### src/rtl/alu8_pkg.sv
package alu8_pkg;

    localparam int ALU_W    = 8;
    localparam int PROD_W   = 2 * ALU_W;
    localparam int FLAG_W   = 5;
    localparam int OP_W     = 5;
    localparam int OP_COUNT = 23;

    localparam int FL_H = 4;
    localparam int FL_N = 3;
    localparam int FL_Z = 2;
    localparam int FL_V = 1;
    localparam int FL_C = 0;

    typedef enum logic [OP_W-1:0] {
        OP_ADD = 5'd0,
        OP_ADC = 5'd1,
        OP_SUB = 5'd2,
        OP_SBC = 5'd3,
        OP_CMP = 5'd4,
        OP_NEG = 5'd5,
        OP_AND = 5'd6,
        OP_OR  = 5'd7,
        OP_XOR = 5'd8,
        OP_BIT = 5'd9,
        OP_LD  = 5'd10,
        OP_TST = 5'd11,
        OP_CLR = 5'd12,
        OP_COM = 5'd13,
        OP_INC = 5'd14,
        OP_DEC = 5'd15,
        OP_ASL = 5'd16,
        OP_ASR = 5'd17,
        OP_LSR = 5'd18,
        OP_ROL = 5'd19,
        OP_ROR = 5'd20,
        OP_DAA = 5'd21,
        OP_MUL = 5'd22
    } alu_op_e;

    localparam logic [OP_W-1:0] OP_FIRST_FREE = OP_W'(OP_COUNT);

    typedef struct packed {
        logic [PROD_W-1:0] res;
        logic [FLAG_W-1:0] flg;
        logic [FLAG_W-1:0] upd;
    } alu_out_t;

endpackage

### src/rtl/alu8_addsub.sv
module alu8_addsub #(
    parameter int W = 8
) (
    input  logic [W-1:0] a,
    input  logic [W-1:0] b,
    input  logic         cin,
    input  logic         sub,
    output logic [W-1:0] sum,
    output logic         c_out,
    output logic         h_out,
    output logic         v_out
);
    localparam int NIB = 4;

    logic [W-1:0]   b_eff;
    logic           c_eff;
    logic [W:0]     full;
    logic [NIB:0]   low_nib;

    always_comb begin
        b_eff   = sub ? ~b : b;
        c_eff   = sub ? ~cin : cin;
        full    = {1'b0, a} + {1'b0, b_eff} + (W+1)'(c_eff);
        low_nib = {1'b0, a[NIB-1:0]} + {1'b0, b_eff[NIB-1:0]} + (NIB+1)'(c_eff);
        sum     = full[W-1:0];
        c_out   = sub ? ~full[W] : full[W];
        h_out   = low_nib[NIB];
        v_out   = (a[W-1] == b_eff[W-1]) && (full[W-1] != a[W-1]);
    end
endmodule

### src/rtl/alu8_logic.sv
module alu8_logic
    import alu8_pkg::*;
#(
    parameter int W = 8
) (
    input  alu_op_e      op,
    input  logic [W-1:0] a,
    input  logic [W-1:0] b,
    output logic [W-1:0] res
);
    always_comb begin
        unique case (op)
            OP_AND, OP_BIT: res = a & b;
            OP_OR:          res = a | b;
            OP_XOR:         res = a ^ b;
            OP_LD:          res = b;
            OP_TST:         res = a;
            OP_COM:         res = ~a;
            default:        res = '0;
        endcase
    end
endmodule

### src/rtl/alu8_shift.sv
module alu8_shift
    import alu8_pkg::*;
#(
    parameter int W = 8
) (
    input  alu_op_e      op,
    input  logic [W-1:0] a,
    input  logic         cin,
    output logic [W-1:0] res,
    output logic         c_out,
    output logic         v_out
);
    always_comb begin
        res   = '0;
        c_out = 1'b0;
        v_out = 1'b0;
        unique case (op)
            OP_ASL: begin
                res   = {a[W-2:0], 1'b0};
                c_out = a[W-1];
                v_out = a[W-1] ^ a[W-2];
            end
            OP_ROL: begin
                res   = {a[W-2:0], cin};
                c_out = a[W-1];
                v_out = a[W-1] ^ a[W-2];
            end
            OP_ASR: begin
                res   = {a[W-1], a[W-1:1]};
                c_out = a[0];
            end
            OP_LSR: begin
                res   = {1'b0, a[W-1:1]};
                c_out = a[0];
            end
            OP_ROR: begin
                res   = {cin, a[W-1:1]};
                c_out = a[0];
            end
            default: ;
        endcase
    end
endmodule

### src/rtl/alu8_decadj.sv
module alu8_decadj (
    input  logic [7:0] a,
    input  logic       cin,
    input  logic       hin,
    output logic [7:0] res,
    output logic       c_out
);
    localparam logic [3:0] DIGIT_MAX = 4'd9;
    localparam logic [3:0] FIX       = 4'd6;

    logic [3:0] lo;
    logic [3:0] hi;
    logic       fix_lo;
    logic       fix_hi;

    always_comb begin
        lo     = a[3:0];
        hi     = a[7:4];
        fix_lo = hin || (lo > DIGIT_MAX);
        fix_hi = cin || (hi > DIGIT_MAX) || ((hi > (DIGIT_MAX - 4'd1)) && (lo > DIGIT_MAX));
        res    = a + {(fix_hi ? FIX : 4'd0), (fix_lo ? FIX : 4'd0)};
        c_out  = cin | fix_hi;
    end
endmodule

### src/rtl/alu8_cc.sv
module alu8_cc
    import alu8_pkg::*;
(
    input  logic              clk,
    input  logic              rst_n,
    input  logic [OP_W-1:0]   op_i,
    input  logic [ALU_W-1:0]  a_i,
    input  logic [ALU_W-1:0]  b_i,
    input  logic              carry_i,
    input  logic              half_i,
    output logic [PROD_W-1:0] result_o,
    output logic [FLAG_W-1:0] flags_o,
    output logic [FLAG_W-1:0] upd_o
);
    localparam logic [FLAG_W-1:0] M_ALL   = 5'b11111;
    localparam logic [FLAG_W-1:0] M_NZVC  = 5'b01111;
    localparam logic [FLAG_W-1:0] M_NZV   = 5'b01110;
    localparam logic [FLAG_W-1:0] M_NZC   = 5'b01101;
    localparam logic [FLAG_W-1:0] M_ZC    = 5'b00101;

    alu_op_e op;
    assign op = alu_op_e'(op_i);

    // shared adder operand selection
    logic [ALU_W-1:0] add_a;
    logic [ALU_W-1:0] add_b;
    logic             add_ci;
    logic             add_sub;
    logic [ALU_W-1:0] add_sum;
    logic             add_c;
    logic             add_h;
    logic             add_v;

    always_comb begin
        add_a   = a_i;
        add_b   = b_i;
        add_ci  = 1'b0;
        add_sub = 1'b0;
        unique case (op)
            OP_ADC: add_ci = carry_i;
            OP_SUB, OP_CMP: add_sub = 1'b1;
            OP_SBC: begin
                add_sub = 1'b1;
                add_ci  = carry_i;
            end
            OP_NEG: begin
                add_a   = '0;
                add_b   = a_i;
                add_sub = 1'b1;
            end
            OP_INC: add_b = ALU_W'(1);
            OP_DEC: begin
                add_b   = ALU_W'(1);
                add_sub = 1'b1;
            end
            default: ;
        endcase
    end

    alu8_addsub #(.W(ALU_W)) u_addsub (
        .a     (add_a),
        .b     (add_b),
        .cin   (add_ci),
        .sub   (add_sub),
        .sum   (add_sum),
        .c_out (add_c),
        .h_out (add_h),
        .v_out (add_v)
    );

    logic [ALU_W-1:0] log_res;

    alu8_logic #(.W(ALU_W)) u_logic (
        .op  (op),
        .a   (a_i),
        .b   (b_i),
        .res (log_res)
    );

    logic [ALU_W-1:0] sh_res;
    logic             sh_c;
    logic             sh_v;

    alu8_shift #(.W(ALU_W)) u_shift (
        .op    (op),
        .a     (a_i),
        .cin   (carry_i),
        .res   (sh_res),
        .c_out (sh_c),
        .v_out (sh_v)
    );

    logic [ALU_W-1:0] daa_res;
    logic             daa_c;

    alu8_decadj u_decadj (
        .a     (a_i),
        .cin   (carry_i),
        .hin   (half_i),
        .res   (daa_res),
        .c_out (daa_c)
    );

    logic [PROD_W-1:0] product;
    assign product = PROD_W'(a_i) * PROD_W'(b_i);

    alu_out_t nxt_d;
    alu_out_t cur_q;

    always_comb begin
        logic [ALU_W-1:0]  r8;
        logic [FLAG_W-1:0] mask;
        logic [FLAG_W-1:0] f;
        logic              is_mul;

        r8     = '0;
        mask   = '0;
        f      = '0;
        is_mul = 1'b0;

        unique case (op)
            OP_ADD, OP_ADC: begin
                r8      = add_sum;
                f[FL_H] = add_h;
                f[FL_V] = add_v;
                f[FL_C] = add_c;
                mask    = M_ALL;
            end
            OP_SUB, OP_SBC, OP_CMP, OP_NEG: begin
                r8      = add_sum;
                f[FL_V] = add_v;
                f[FL_C] = add_c;
                mask    = M_NZVC;
            end
            OP_INC, OP_DEC: begin
                r8      = add_sum;
                f[FL_V] = add_v;
                mask    = M_NZV;
            end
            OP_AND, OP_OR, OP_XOR, OP_BIT, OP_LD, OP_TST: begin
                r8   = log_res;
                mask = M_NZV;
            end
            OP_CLR: begin
                r8   = '0;
                mask = M_NZVC;
            end
            OP_COM: begin
                r8      = log_res;
                f[FL_C] = 1'b1;
                mask    = M_NZVC;
            end
            OP_ASL, OP_ROL: begin
                r8      = sh_res;
                f[FL_V] = sh_v;
                f[FL_C] = sh_c;
                mask    = M_NZVC;
            end
            OP_ASR, OP_LSR, OP_ROR: begin
                r8      = sh_res;
                f[FL_C] = sh_c;
                mask    = M_NZC;
            end
            OP_DAA: begin
                r8      = daa_res;
                f[FL_C] = daa_c;
                mask    = M_NZVC;
            end
            OP_MUL: begin
                is_mul  = 1'b1;
                f[FL_C] = product[ALU_W-1];
                mask    = M_ZC;
            end
            default: ;
        endcase

        if (is_mul) begin
            nxt_d.res = product;
            f[FL_Z]   = (product == '0);
        end else begin
            nxt_d.res = PROD_W'(r8);
            f[FL_N]   = r8[ALU_W-1];
            f[FL_Z]   = (r8 == '0);
        end
        nxt_d.flg = f & mask;
        nxt_d.upd = mask;
    end

    always_ff @(posedge clk) begin
        if (!rst_n) begin
            cur_q <= '0;
        end else begin
            cur_q <= nxt_d;
        end
    end

    assign result_o = cur_q.res;
    assign flags_o  = cur_q.flg;
    assign upd_o    = cur_q.upd;

endmodule

### config.mk
export PLATFORM = sky130hd
export DESIGN_NAME = alu8_cc
export DESIGN_NICKNAME = d
export VERILOG_FILES = /design/src/rtl/alu8_pkg.sv /design/src/rtl/alu8_addsub.sv /design/src/rtl/alu8_logic.sv /design/src/rtl/alu8_shift.sv /design/src/rtl/alu8_decadj.sv /design/src/rtl/alu8_cc.sv
export SDC_FILE = /design/constraint.sdc
export NUM_CORES = 1
export LEC_CHECK = 0
export CAP_MARGIN = 20
export CELL_PAD_IN_SITES_DETAIL_PLACEMENT = 0
export CELL_PAD_IN_SITES_GLOBAL_PLACEMENT = 1
export CORE_ASPECT_RATIO = 1.5
export CORE_MARGIN = 8
export CORE_UTILIZATION = 49
export CTS_BUF_LIST = sky130_fd_sc_hd__clkbuf_4
export DETAILED_ROUTE_END_ITERATION = 8
export GPL_TIMING_DRIVEN = 0
export PLACE_DENSITY = 0.95
export SYNTH_ARGS = -nofsm -noshare
export SYNTH_HDL_FRONTEND = slang
export SYNTH_SLANG_ARGS = --single-unit
### constraint.sdc
create_clock -name clk -period 17.75 [get_ports clk]
set_input_delay 5.325 -clock clk [delete_from_list [all_inputs] [get_ports clk]]
set_output_delay 5.325 -clock clk [all_outputs]
set_load 0.005 [all_outputs]
==> results by group <==
Finish
  – Final instance area: 5560 um2
  – Ant. Diodes: 0
  – Synthesis-to-finish area growth: 13.7%
  – Nets: 784
  – Layout cells sized above 1: 5.50%
  – Final std cells w/o fill: 769
  – Leading cell types in the layout, fill and taps excluded: nor2_1, inv_1, ha_1
  – Commonest non-fill, non-tap cell in the layout: nor2_1

Logic synthesis
  – Syn avg cell area: 8.15 um2
  – Main flop type after synthesis: dfxtp_1
  – Sequential share of the synthesized area: 10.6%
  – Mapped Cells: 600
  – Post-synth top area share: 16.6%
  – Syn nets: 729
  – YS warnings: 0
  – Post-synthesis async set-or-reset flop share: 0%
  – Post-Synthesis Cell Area: 4890 um2
  – Distinct cells, synth: 81
  – Top post-synthesis cells by area: ha_1, fa_1, dfxtp_1
  – #FFs+latches synth: 26
  – Leading area contributor after synthesis: ha_1
  – Number of enable flip-flop cells after synthesis: 0

Floorplan
  – Die H: 138 um
  – Io pins: 51
  – Core box area: 9690 um2
  – DIE AREA: 13500 um2
  – Chip Width: 97.6 um
  – Initial Utilization: 50.5%
  – Row Count: 44

Global route
  – First-pass GRT wire length: 26.2 mm
  – Gr ovfl total: 0
  – Vias in the first global route: 5065
  – All-Layer GR Usage: 23.8%
  – Largest net degree at the start of global routing: 15
  – Antenna violations before repair: 0

Critical path
  – Crit path from: a_i[0]
  – Startpoint class of the critical path: input pin
  – Required time of the worst setup path: 18030 ps
  – Critical Path Sink Type: flop
  – Crit-path max FO: 8
  – CP arrival: 11330 ps
  – WS Path Type: in2reg

STA
  – Worst slew margin: 45.0%
  – Fmax: 90.5 MHz
  – Fin Setup TNS: 0 ps
  – Final Max Slew Viols: 0
  – Min cycle time layout: 11050 ps
  – RSZ-0062 raised after global routing: no
  – Final setup violation count: 0
  – Period utilisation layout: 62.3%
  – Worst-margin pin slew: 818 ps
  – Final Hold Fails: 0

Drt
  – Average via count per standard cell: 6.17
  – WL final: 16.2 mm
  – Post-DR wirelength/cell: 21.1 um
  – Post-route DRC: 0
  – Post-route ant nets: 0
  – Drt first pass iters: 6
  – Routed vias: 4741
  – DRC violation total after the first TritonRoute iteration: 315

CTS
  – Clock sinks: 26
  – Root buffer cell: clkbuf_4
  – CTS tree: done
  – CTS HTree Levels: 1
  – Gates resized, CTS repair: 0
  – Max clock buf depth: 2
  – CTS buffer count: 3
  – CTS Hold Buffers Added: 0
  – Clock-pin transition on the worst setup and hold timing paths: 160 ps
  – Postcts setup bufs: 0

Power and ir drop
  – Switching pwr: 0.197 mW
  – Logic gate share of total power: 76.6%
  – Flop pwr share: 16.1%
  – Internal cell power: 0.194 mW
  – Peak supply drop: 100 uV
  – Clk network pwr share: 7.3%
  – PD cells: 70.4 nW/um2
  – Pleak: 2.52 nW
  – Switching Fraction: 50.4%

Min path
  – HP Class: in2reg
  – Hold Path Origin: rst_n
  – Worst hold path depth: 2

Place
  – Detailed placer's ending HPWL: 13.1 mm
  – Cell Count Post-Placement: 765
  – GP Congestion: 1.00
  – Area after DPL: 5540 um2
  – Port Buffers: 50

Flow run
  – Maxcap violations: 0

Status
  – Status: completed
[routing by layer]
| metal | share of wire, % | track usage [%] | vias up | wire length [um] |
|---|---|---|---|---|
| met5 | 0 | 0 | - | 0 |
| met4 | 6.6 | 15.2 | 0 | 1070 |
| met3 | 5.2 | 3.44 | 64 | 837 |
| met2 | 52 | 42.7 | 174 | 8410 |
| met1 | 36 | 25.3 | 2315 | 5880 |
| li1 | - | - | 2188 | - |
[cells in the mapped netlist (all sizes together), types with 11 or more instances]
cell type  number
ha             65
a22oi          11
buf            17
xor2           20
o21ai          15
nand2          40
nor2           73
dfxtp          26
xnor2          12
fa             39
a21oi          29
inv            72
[registers in the layout, summed over array words and instances, names as in the netlist]
register  flops
flags_o       5
result_o     16
upd_o         5
[path summary, 6_finish.rpt]
| kind | to | slack (ps) |
|---|---|---|
| hold / removal | result_o[7] | 5740 |
| setup / recovery | flags_o[2] | 6700 |
[power by group through the flow]
stage                     Combinational, mW  Sequential, mW  Clock (mW)
after floorplan                       0.209          0.0649           0
after global placement                0.290          0.0643           0
after detailed placement              0.298          0.0645           0
after CTS                             0.299          0.0632      0.0304
after global routing                  0.331          0.0634      0.0317
final                                 0.300          0.0631      0.0287
[cells by family after synthesis]
group	synth area share, %
and+or+nand+nor	20.7
adders and majority gates	32.6
DFF	10.6
AOI/OAI and AO/OA	19.8
buffers and inverters	8.88
xor gates and xnor gates	5.88
muxes	1.48
[critical path, stage by stage]
cell             delay, ps
clkdlybuf4s50_1        480
clkbuf_1               500
clkinv_1               520
nor2_1                 220
ha_1                   160
inv_1                   50
fa_1                   500
inv_1                   60
fa_1                   540
inv_1                   60
fa_1                   540
inv_1                   40
ha_1                   370
a2111oi_2              390
o21ai_1                240
a311oi_1               370
xor2_1                 290
and3_1                 220
nand4_1                190
a211oi_2               260
[stage by stage]
step	power (mW)	utilization [%]	setup slack [ps]	hold slack (ps)
floorplan	0.274	-	7880	5440
global placement	0.354	57.1	6430	6030
detailed placement	0.362	57.1	6430	6030
CTS	0.393	57.4	6790	5720
global route	0.427	57.4	6470	5740
finish	0.392	57.4	6700	5740
[cell type report]
type	count	area (um2)
fillers	958	4130
multi-input cells	469	3940
flip-flops and latches	26	520
repair buffers	50	500
inverters	78	293
well taps	115	144
plain buffers	27	141
clock buffers	3	22.5
clock inverters	1	3.75
Note: power is estimated with default switching activity, not from simulation.
